--- src/rtl/sst_pkg.sv ---
package sst_pkg;
   typedef enum logic {
      HALF_LOW  = 1'b0,
      HALF_HIGH = 1'b1
   } half_e;
endpackage

--- src/rtl/sst_baud_div.sv ---
module sst_baud_div #(
   parameter int DIV_W = 8
) (
   input  logic             clk,
   input  logic             rst,
   input  logic             run,
   input  logic [DIV_W-1:0] div_val,
   output logic             tick
);
   logic [DIV_W-1:0] cnt_q;

   assign tick = run && (cnt_q >= div_val);

   always_ff @(posedge clk) begin
      if (rst || !run || tick) cnt_q <= '0;
      else                     cnt_q <= cnt_q + 1'b1;
   end

   // half-period counter never passes the setting while it is stable
   assert_cnt_bound_R2: assert property (@(posedge clk) disable iff (rst)
      (run && $past(run) && $stable(div_val)) |-> (cnt_q <= div_val));
endmodule

--- src/rtl/sst_hold_buf.sv ---
module sst_hold_buf #(
   parameter int DATA_W = 8
) (
   input  logic              clk,
   input  logic              rst,
   input  logic              wr_stb,
   input  logic [DATA_W-1:0] wr_data,
   input  logic              take,
   output logic [DATA_W-1:0] data,
   output logic              full
);
   always_ff @(posedge clk) begin
      if (rst) begin
         data <= '0;
         full <= 1'b0;
      end else begin
         if (take) full <= 1'b0;
         if (wr_stb) begin
            data <= wr_data;
            full <= 1'b1;
         end
      end
   end

   assert_take_empties_R4: assert property (@(posedge clk) disable iff (rst)
      (take && !wr_stb) |=> !full);
   assert_write_replaces_R11: assert property (@(posedge clk) disable iff (rst)
      wr_stb |=> (full && data == $past(wr_data)));
endmodule

--- src/rtl/sst_shifter.sv ---
module sst_shifter
   import sst_pkg::*;
#(
   parameter int DATA_W = 8
) (
   input  logic              clk,
   input  logic              rst,
   input  logic              tick,
   input  logic              load,
   input  logic [DATA_W-1:0] load_data,
   output logic              busy,
   output logic              frame_done,
   output logic              sclk,
   output logic              sdata
);
   localparam int HALVES = 2 * DATA_W;
   localparam int HW = $clog2(HALVES);
   localparam logic [HW-1:0] LAST_HALF = HW'(HALVES - 1);

   logic [HW-1:0]     half_q;
   logic [DATA_W-1:0] shreg_q;

   assign frame_done = busy && tick && (half_q == LAST_HALF);

   always_ff @(posedge clk) begin
      if (rst) begin
         busy    <= 1'b0;
         half_q  <= '0;
         shreg_q <= '0;
         sclk    <= 1'b1;
         sdata   <= 1'b1;
      end else if (load) begin
         busy    <= 1'b1;
         half_q  <= '0;
         shreg_q <= load_data;
         sclk    <= 1'b0;
         sdata   <= load_data[0];
      end else if (frame_done) begin
         busy    <= 1'b0;
         half_q  <= '0;
         sclk    <= 1'b1;
         sdata   <= 1'b1;
      end else if (busy && tick) begin
         half_q <= half_q + 1'b1;
         if (half_e'(half_q[0]) == HALF_LOW) begin
            sclk <= 1'b1;
         end else begin
            sclk    <= 1'b0;
            shreg_q <= shreg_q >> 1;
            sdata   <= shreg_q[1];
         end
      end
   end

   assert_sdata_hold_R3: assert property (@(posedge clk) disable iff (rst)
      (busy && $past(busy) && sclk && $past(sclk)) |-> $stable(sdata));
   assert_idle_high_R1: assert property (@(posedge clk) disable iff (rst)
      !busy |-> (sclk && sdata));
endmodule

--- src/rtl/sync_ser_tx.sv ---
module sync_ser_tx #(
   parameter int DATA_W      = 8,
   parameter int DIV_W       = 8,
   parameter bit CTS_PRESENT = 1'b1
) (
   input  logic              clk,
   input  logic              rst,
   input  logic [DIV_W-1:0]  div_val,
   input  logic              tx_en,
   input  logic              cts_use,
   input  logic              cts_n,
   input  logic              wr_stb,
   input  logic [DATA_W-1:0] wr_data,
   input  logic              irq_ack,
   input  logic              irq_clr,
   output logic              sclk,
   output logic              sdata,
   output logic              buf_empty,
   output logic              reg_empty,
   output logic              tx_irq
);
   generate
      if (DATA_W < 2) begin : g_bad_width
         $error("sync_ser_tx: DATA_W must be at least 2");
      end
      if (DIV_W < 1) begin : g_bad_div
         $error("sync_ser_tx: DIV_W must be at least 1");
      end
   endgenerate

   logic              tick, busy, frame_done, load, cts_ok, buf_full;
   logic [DATA_W-1:0] buf_data;

   generate
      if (CTS_PRESENT) begin : g_cts
         assign cts_ok = !cts_use || !cts_n;
      end else begin : g_no_cts
         assign cts_ok = 1'b1;
      end
   endgenerate

   // evaluation point: idle, or end of the final high half
   assign load = (!busy || frame_done) && buf_full && tx_en && cts_ok;

   sst_baud_div #(.DIV_W(DIV_W)) u_div (
      .clk(clk), .rst(rst), .run(busy), .div_val(div_val), .tick(tick)
   );

   sst_hold_buf #(.DATA_W(DATA_W)) u_buf (
      .clk(clk), .rst(rst), .wr_stb(wr_stb), .wr_data(wr_data),
      .take(load), .data(buf_data), .full(buf_full)
   );

   sst_shifter #(.DATA_W(DATA_W)) u_shift (
      .clk(clk), .rst(rst), .tick(tick), .load(load), .load_data(buf_data),
      .busy(busy), .frame_done(frame_done), .sclk(sclk), .sdata(sdata)
   );

   assign buf_empty = !buf_full;

   always_ff @(posedge clk) begin
      if (rst) begin
         reg_empty <= 1'b1;
         tx_irq    <= 1'b0;
      end else begin
         if (load)            reg_empty <= 1'b0;
         else if (frame_done) reg_empty <= 1'b1;
         if (load)                    tx_irq <= 1'b1;
         else if (irq_ack || irq_clr) tx_irq <= 1'b0;
      end
   end

   assert_irq_on_load_R9: assert property (@(posedge clk) disable iff (rst)
      load |=> tx_irq);
   assert_empty_at_end_R10: assert property (@(posedge clk) disable iff (rst)
      (frame_done && !load) |=> (reg_empty && !busy));
   assert_disabled_stays_idle_R6: assert property (@(posedge clk) disable iff (rst)
      (!busy && !tx_en) |=> !busy);
   assert_frame_not_cut_R5: assert property (@(posedge clk) disable iff (rst)
      (busy && !frame_done) |=> (busy && !reg_empty));

   generate
      if (CTS_PRESENT) begin : g_cts_chk
         assert_cts_holds_R7: assert property (@(posedge clk) disable iff (rst)
            (!busy && cts_use && cts_n) |=> !busy);
      end
   endgenerate
endmodule

--- config.mk ---
export PLATFORM = sky130hd
export DESIGN_NAME = sync_ser_tx
export DESIGN_NICKNAME = d
export VERILOG_FILES = /design/src/rtl/sst_pkg.sv /design/src/rtl/sst_baud_div.sv /design/src/rtl/sst_hold_buf.sv /design/src/rtl/sst_shifter.sv /design/src/rtl/sync_ser_tx.sv
export SDC_FILE = /design/constraint.sdc
export NUM_CORES = 1
export LEC_CHECK = 0
export ABC_CLOCK_PERIOD_IN_PS = 3590
export BUFFER_PORTS_ARGS = -buffer_cell sky130_fd_sc_hd__buf_2
export CAP_MARGIN = 25
export CELL_PAD_IN_SITES_DETAIL_PLACEMENT = 0
export CELL_PAD_IN_SITES_GLOBAL_PLACEMENT = 1
export CORE_MARGIN = 1
export CORE_UTILIZATION = 44
export CTS_CLUSTER_DIAMETER = 100
export CTS_CLUSTER_SIZE = 30
export DETAILED_ROUTE_END_ITERATION = 8
export GPL_TIMING_DRIVEN = 0
export PLACE_DENSITY = 0.91
export RECOVER_POWER = 50
export SYNTH_ARGS = -nofsm -noshare
export SYNTH_HDL_FRONTEND = slang
export SYNTH_SLANG_ARGS = --single-unit
--- constraint.sdc ---
create_clock -name clk -period 3.59 [get_ports clk]
set_input_delay 0.359 -clock clk [delete_from_list [all_inputs] [get_ports clk]]
set_output_delay 0.359 -clock clk [all_outputs]
set_load 0.01 [all_outputs]
# Yosys cells after proc, flatten, opt, wreduce, memory -nomap -nowiden
# Cells that the tools add are included.
# word_totals
register_bits	34
latch_bits	0
ramBits	0
romBits	0
input_bits	24
output_inout_bits	5
n_memories	0
# op_classes
addsub	2
n_mul	0
n_div	0
magnitude_cmp	1
eq_ne	2
shifts	0
n_mux	20
bitwise	0
n_reduce_logical	25
# op_table
operator	count
$mux W8	4
$mux W1	16
$reduce_bool A2 Y1	5
$add A8 B1 Y8 const B	1
$ge A8 B8 Y1	1
$logic_and A1 B1 Y1	6
$reduce_bool A3 Y1	2
$logic_or A1 B1 Y1	5
$add A4 B1 Y4 const B	1
$eq A4 B4 Y1 const B	1
$logic_not A1 Y1	4
$reduce_and A3 Y1	1
$reduce_or A3 Y1	1
$ne A2 B1 Y1 const B	1
$reduce_and A2 Y1	1

# Longest topological paths before layout
# depth
word_depth	10
depth_mapped	9
depth_no_buf	8

# Modules after synthesis
# From an unflattened synthesis, not the netlist that was laid out.
# unflattened
cells_unflattened	178
hier_area_um2	1571.5
# by_module_without_submodules
mod	instances	cells_each	area_each_um2	seq_area_each_um2
sst_shifter	1	74	633.1	280.3
sst_baud_div	1	62	510.5	160.2
sst_hold_buf	1	30	321.6	180.2
sync_ser_tx	1	12	106.4	40.0

# Least setup slack after synthesis
# OpenSTA, ideal clock, no wires.
# synth_path
path_kind	register -> register
startpoint	register u_div.cnt_q[0]
endpoint	register u_shift.shreg_q[2]
setup_ns	0.131
arrival_ns	1.915
required_time_ns	3.459
setup_slack_ns	1.543
stages_incl_launch_ff	10
n_path_buf	1
period_less_slack_ns	2.047
path_cell_list	dfxtp_1 -> inv_1 -> ha_1 -> nand2b_4 -> a2111oi_4 -> o41ai_4 -> a21o_2 -> buf_2 -> a22oi_1 -> a21oi_1
# synth_between
elab_chain_len	10
elab_cells_between_ends	13
# synth_lines
item	line	text
from (decl)	sst_baud_div.sv:10	logic [DIV_W-1:0] cnt_q;
from (signal assigned)	sst_baud_div.sv:16	else cnt_q <= cnt_q + 1'b1;
$ge A8 B8 Y1 *	sst_baud_div.sv:12	assign tick = run && (cnt_q >= div_val);
$logic_and A1 B1 Y1 *	sst_baud_div.sv:12	
$logic_and A1 B1 Y1 *	sst_shifter.sv:23, sst_shifter.sv:43	
$logic_and A1 B1 Y1	sst_shifter.sv:23	assign frame_done = busy && tick && (half_q == LAST_HALF);
$logic_or A1 B1 Y1	sync_ser_tx.sv:43	assign load = (!busy || frame_done) && buf_full && tx_en && cts_ok;
$logic_and A1 B1 Y1 (3 in a row)	sync_ser_tx.sv:43	
$ne A2 B1 Y1 (no source line) or $reduce_bool A2 Y1 (tied branches)	-	
$reduce_and A3 Y1 (no source line)	-	
to (signal assigned)	sst_shifter.sv:35	shreg_q <= load_data;
to (signal assigned)	sst_shifter.sv:49	shreg_q <= shreg_q >> 1;
to (decl)	sst_shifter.sv:21	logic [DATA_W-1:0] shreg_q;
# Mark *: on every way between the ends. The rest lies on a longest branch, timed or not.
# A chain may end at the register's enable or synchronous reset.

# Final worst setup path
# layout_path
startpoint	register u_div.cnt_q[0]
endpoint	register u_shift.half_q[3]
# layout_between
elab_chain_len	9
# layout_lines
item	line	text
$ge A8 B8 Y1 *	sst_baud_div.sv:12	
$logic_and A1 B1 Y1 *	sst_baud_div.sv:12	
$logic_and A1 B1 Y1 *	sst_shifter.sv:23, sst_shifter.sv:43	
$logic_and A1 B1 Y1	sst_shifter.sv:23	
$logic_or A1 B1 Y1	sync_ser_tx.sv:43	
$logic_and A1 B1 Y1 (3 in a row)	sync_ser_tx.sv:43	
$reduce_or A3 Y1 (no source line)	-	
to (signal assigned)	sst_shifter.sv:44	half_q <= half_q + 1'b1;
to (decl)	sst_shifter.sv:20	logic [HW-1:0] half_q;
# Marked as above.

==> results.cfg <==
[status]
status = finished, final reports clean

[timing]
tns_ps = 0
worstMarginPinSlew_ps = 725
setup_violations = 0
max-slew-margin-rel_pct = 51.6
rsz0062_at_grt = false
hold_viol = 0
period_share_pct = 69.1
finalClockSkew_ps = 14.3
post-route-min-period_ps = 2480
fmax_ghz = 0.403
drv_slew = 0

[global_route]
grt_max_degree = 12
grt_pass1_vias = 1211
grtUsageTotal_pct = 16.7
antenna_found_initial = 0
grt-ovfl-total = 0
grt_pass1_wl_mm = 5.09

[finish]
syn_to_final_growth_pct = 14.0
nets = 246
layout-drive-gt1-share_pct = 18.8
fin_area_um2 = 1820
antenna_cells = 0

[cts]
cts_tree = built
cts_root_buf = clkbuf_4
clk_path_buf_depth = 2
cts_buffers = 5
insertion_delay_ps = 340
numClockSinks = 33
clk_pin_slew_ps = 110
htree_levels = 2
cts_setup_buffers = 0
holdBufCountCts = 0
cts_resized = 0

[worst_setup_path]
critical_path_class = reg2reg
r2r_setup_slack_ps = 1110
startpoint_type = flop
cp-end-kind = flop
crit_path_max_fanout = 10
crit_required_ps = 3850
cp.arrival_ps = 2740

[yosys]
yosysTopAreaCellShare_pct = 41.4
synth_edf_count = 0
synth-seq-cells = 33
synth.avg_cell_area_um2 = 8.96
async_flop_share_pct = 0
postSynthCellCount = 178
yosysSeqAreaShare_pct = 41.4
synth.area.top_cells = dfxtp_1, ha_1, nor2_1, a21oi_1, mux2i_1
ys_warn_count = 0
synth_ff_type = dfxtp_1
netlist_area_um2 = 1600
synthTopCellsByCount = dfxtp_1, nor2_1, a21oi_1, nand3_1, nand2_1
synthesis.nets = 212
synth_most_common_cell = dfxtp_1
synth_area_leader_cell = dfxtp_1
synth.distinct_cells = 34

[floorplanning]
dieWidth_um = 62.2
io_pins = 29
rows = 21
die_area_um2 = 3870
coreArea_um2 = 3420
start_util_pct = 46.7
die_h_um = 62.2

[drt]
drt_iter0_drc = 32
drt-total-wl_mm = 2.94
vias_per_cell = 4.98
drt.antenna.violating_nets = 0
vias = 1291
drcViolationCount = 0
wl_per_cell_um = 11.3
first_pass_iters = 4

[power_and_ir_drop]
ir_drop_uv = 211
p_leak_nw = 0.806
p_per_area_nw_per_um2 = 357

[job]
drv_cap = 0

[place]
postPlaceCellArea_um2 = 1790
portBuffers = 27
gp_congestion = 0.770
hpwlAfterDp_mm = 2.13

[min_path]
hold_path.class = in2reg
==> through the flow <==
stage	std cells	worst slack (ps)	hold slack (ps)	util, %	power (mW)
5_1_grt	259	860	247	53.2	0.680
2_1_floorplan	178	1540	426	-	0.435
6_report	259	1110	247	53.2	0.649
3_3_place_gp	251	1150	438	52.3	0.458
4_1_cts	259	1190	232	54.0	0.662
3_5_place_dp	251	1170	450	52.3	0.459
==> cell type report <==
class / count / area (um2)
well taps: 46 / 57.6
flip-flops and latches: 33 / 661
plain buffers: 8 / 32.5
inverters: 11 / 41.3
multi-input cells: 126 / 842
fillers: 356 / 1600
clock inverters: 3 / 17.5
clock buffers: 5 / 37.5
repair buffers: 27 / 129
==> per-layer routing <==
metal / global-route usage (%) / vias to the layer above / part of all wire [%]
li1: - / 686 / -
met5: 0 / - / 0
met4: 9.59 / 0 / 1.8
met3: 3.86 / 6 / 3.6
met2: 26.8 / 28 / 45
met1: 20.3 / 571 / 50
==> sequential cells by signal, indices dropped and copies added, names as in the netlist <==
register         flops
u_shift.sclk         1
reg_empty            1
u_shift.half_q       4
u_div.cnt_q          8
u_buf.data           8
tx_irq               1
u_buf.full           1
u_shift.busy         1
u_shift.shreg_q      7
u_shift.sdata        1
==> critical path: stages (launching register included) <==
cell and delay (ps):
dfxtp_1 380, inv_1 60, ha_1 260, nand2b_1 140, a2111oi_4 90, o41ai_4 580
and2_0 200, clkbuf_1 290, a41oi_2 160, a311oi_2 240
==> logic make-up after synthesis <==
kind of cell,synth area share [%]
buffers and inverters,5.10
XOR/XNOR,3.84
multiplexers,5.02
flip-flops,41.4
adder cells (fa/ha/maj),7.84
AO/OA/AOI/OAI,18.0
AND/OR/NAND/NOR,18.8
==> final timing paths <==
path	end	cells past startpoint	startpoint
hold reg to reg	tx_irq	2	tx_irq
setup reg to reg	u_shift.half_q[3]	9	u_div.cnt_q[0]
setup / recovery	u_shift.half_q[3]	9	u_div.cnt_q[0]
hold / removal	u_buf.data[5]	3	wr_data[5]
==> placed cells by master, fill, tap and decap left out, types with 3 or more instances in the layout <==
master,synthesis,final
clkbuf_4,0,5
a21oi_1,16,17
nor2_1,26,26
inv_1,11,11
a22oi_1,4,4
mux2i_1,8,8
clkbuf_1,4,10
ha_1,10,10
xor2_1,5,5
nand3_1,16,16
nand2_1,14,14
and3_1,3,3
dfxtp_1,33,33
buf_2,2,24
==> power by group <==
part           switching (mW)  internal, mW
sequential            0.00662         0.378
clock                   0.127        0.0737
combinational          0.0336        0.0298
Note: power is estimated with default switching activity, not from simulation.
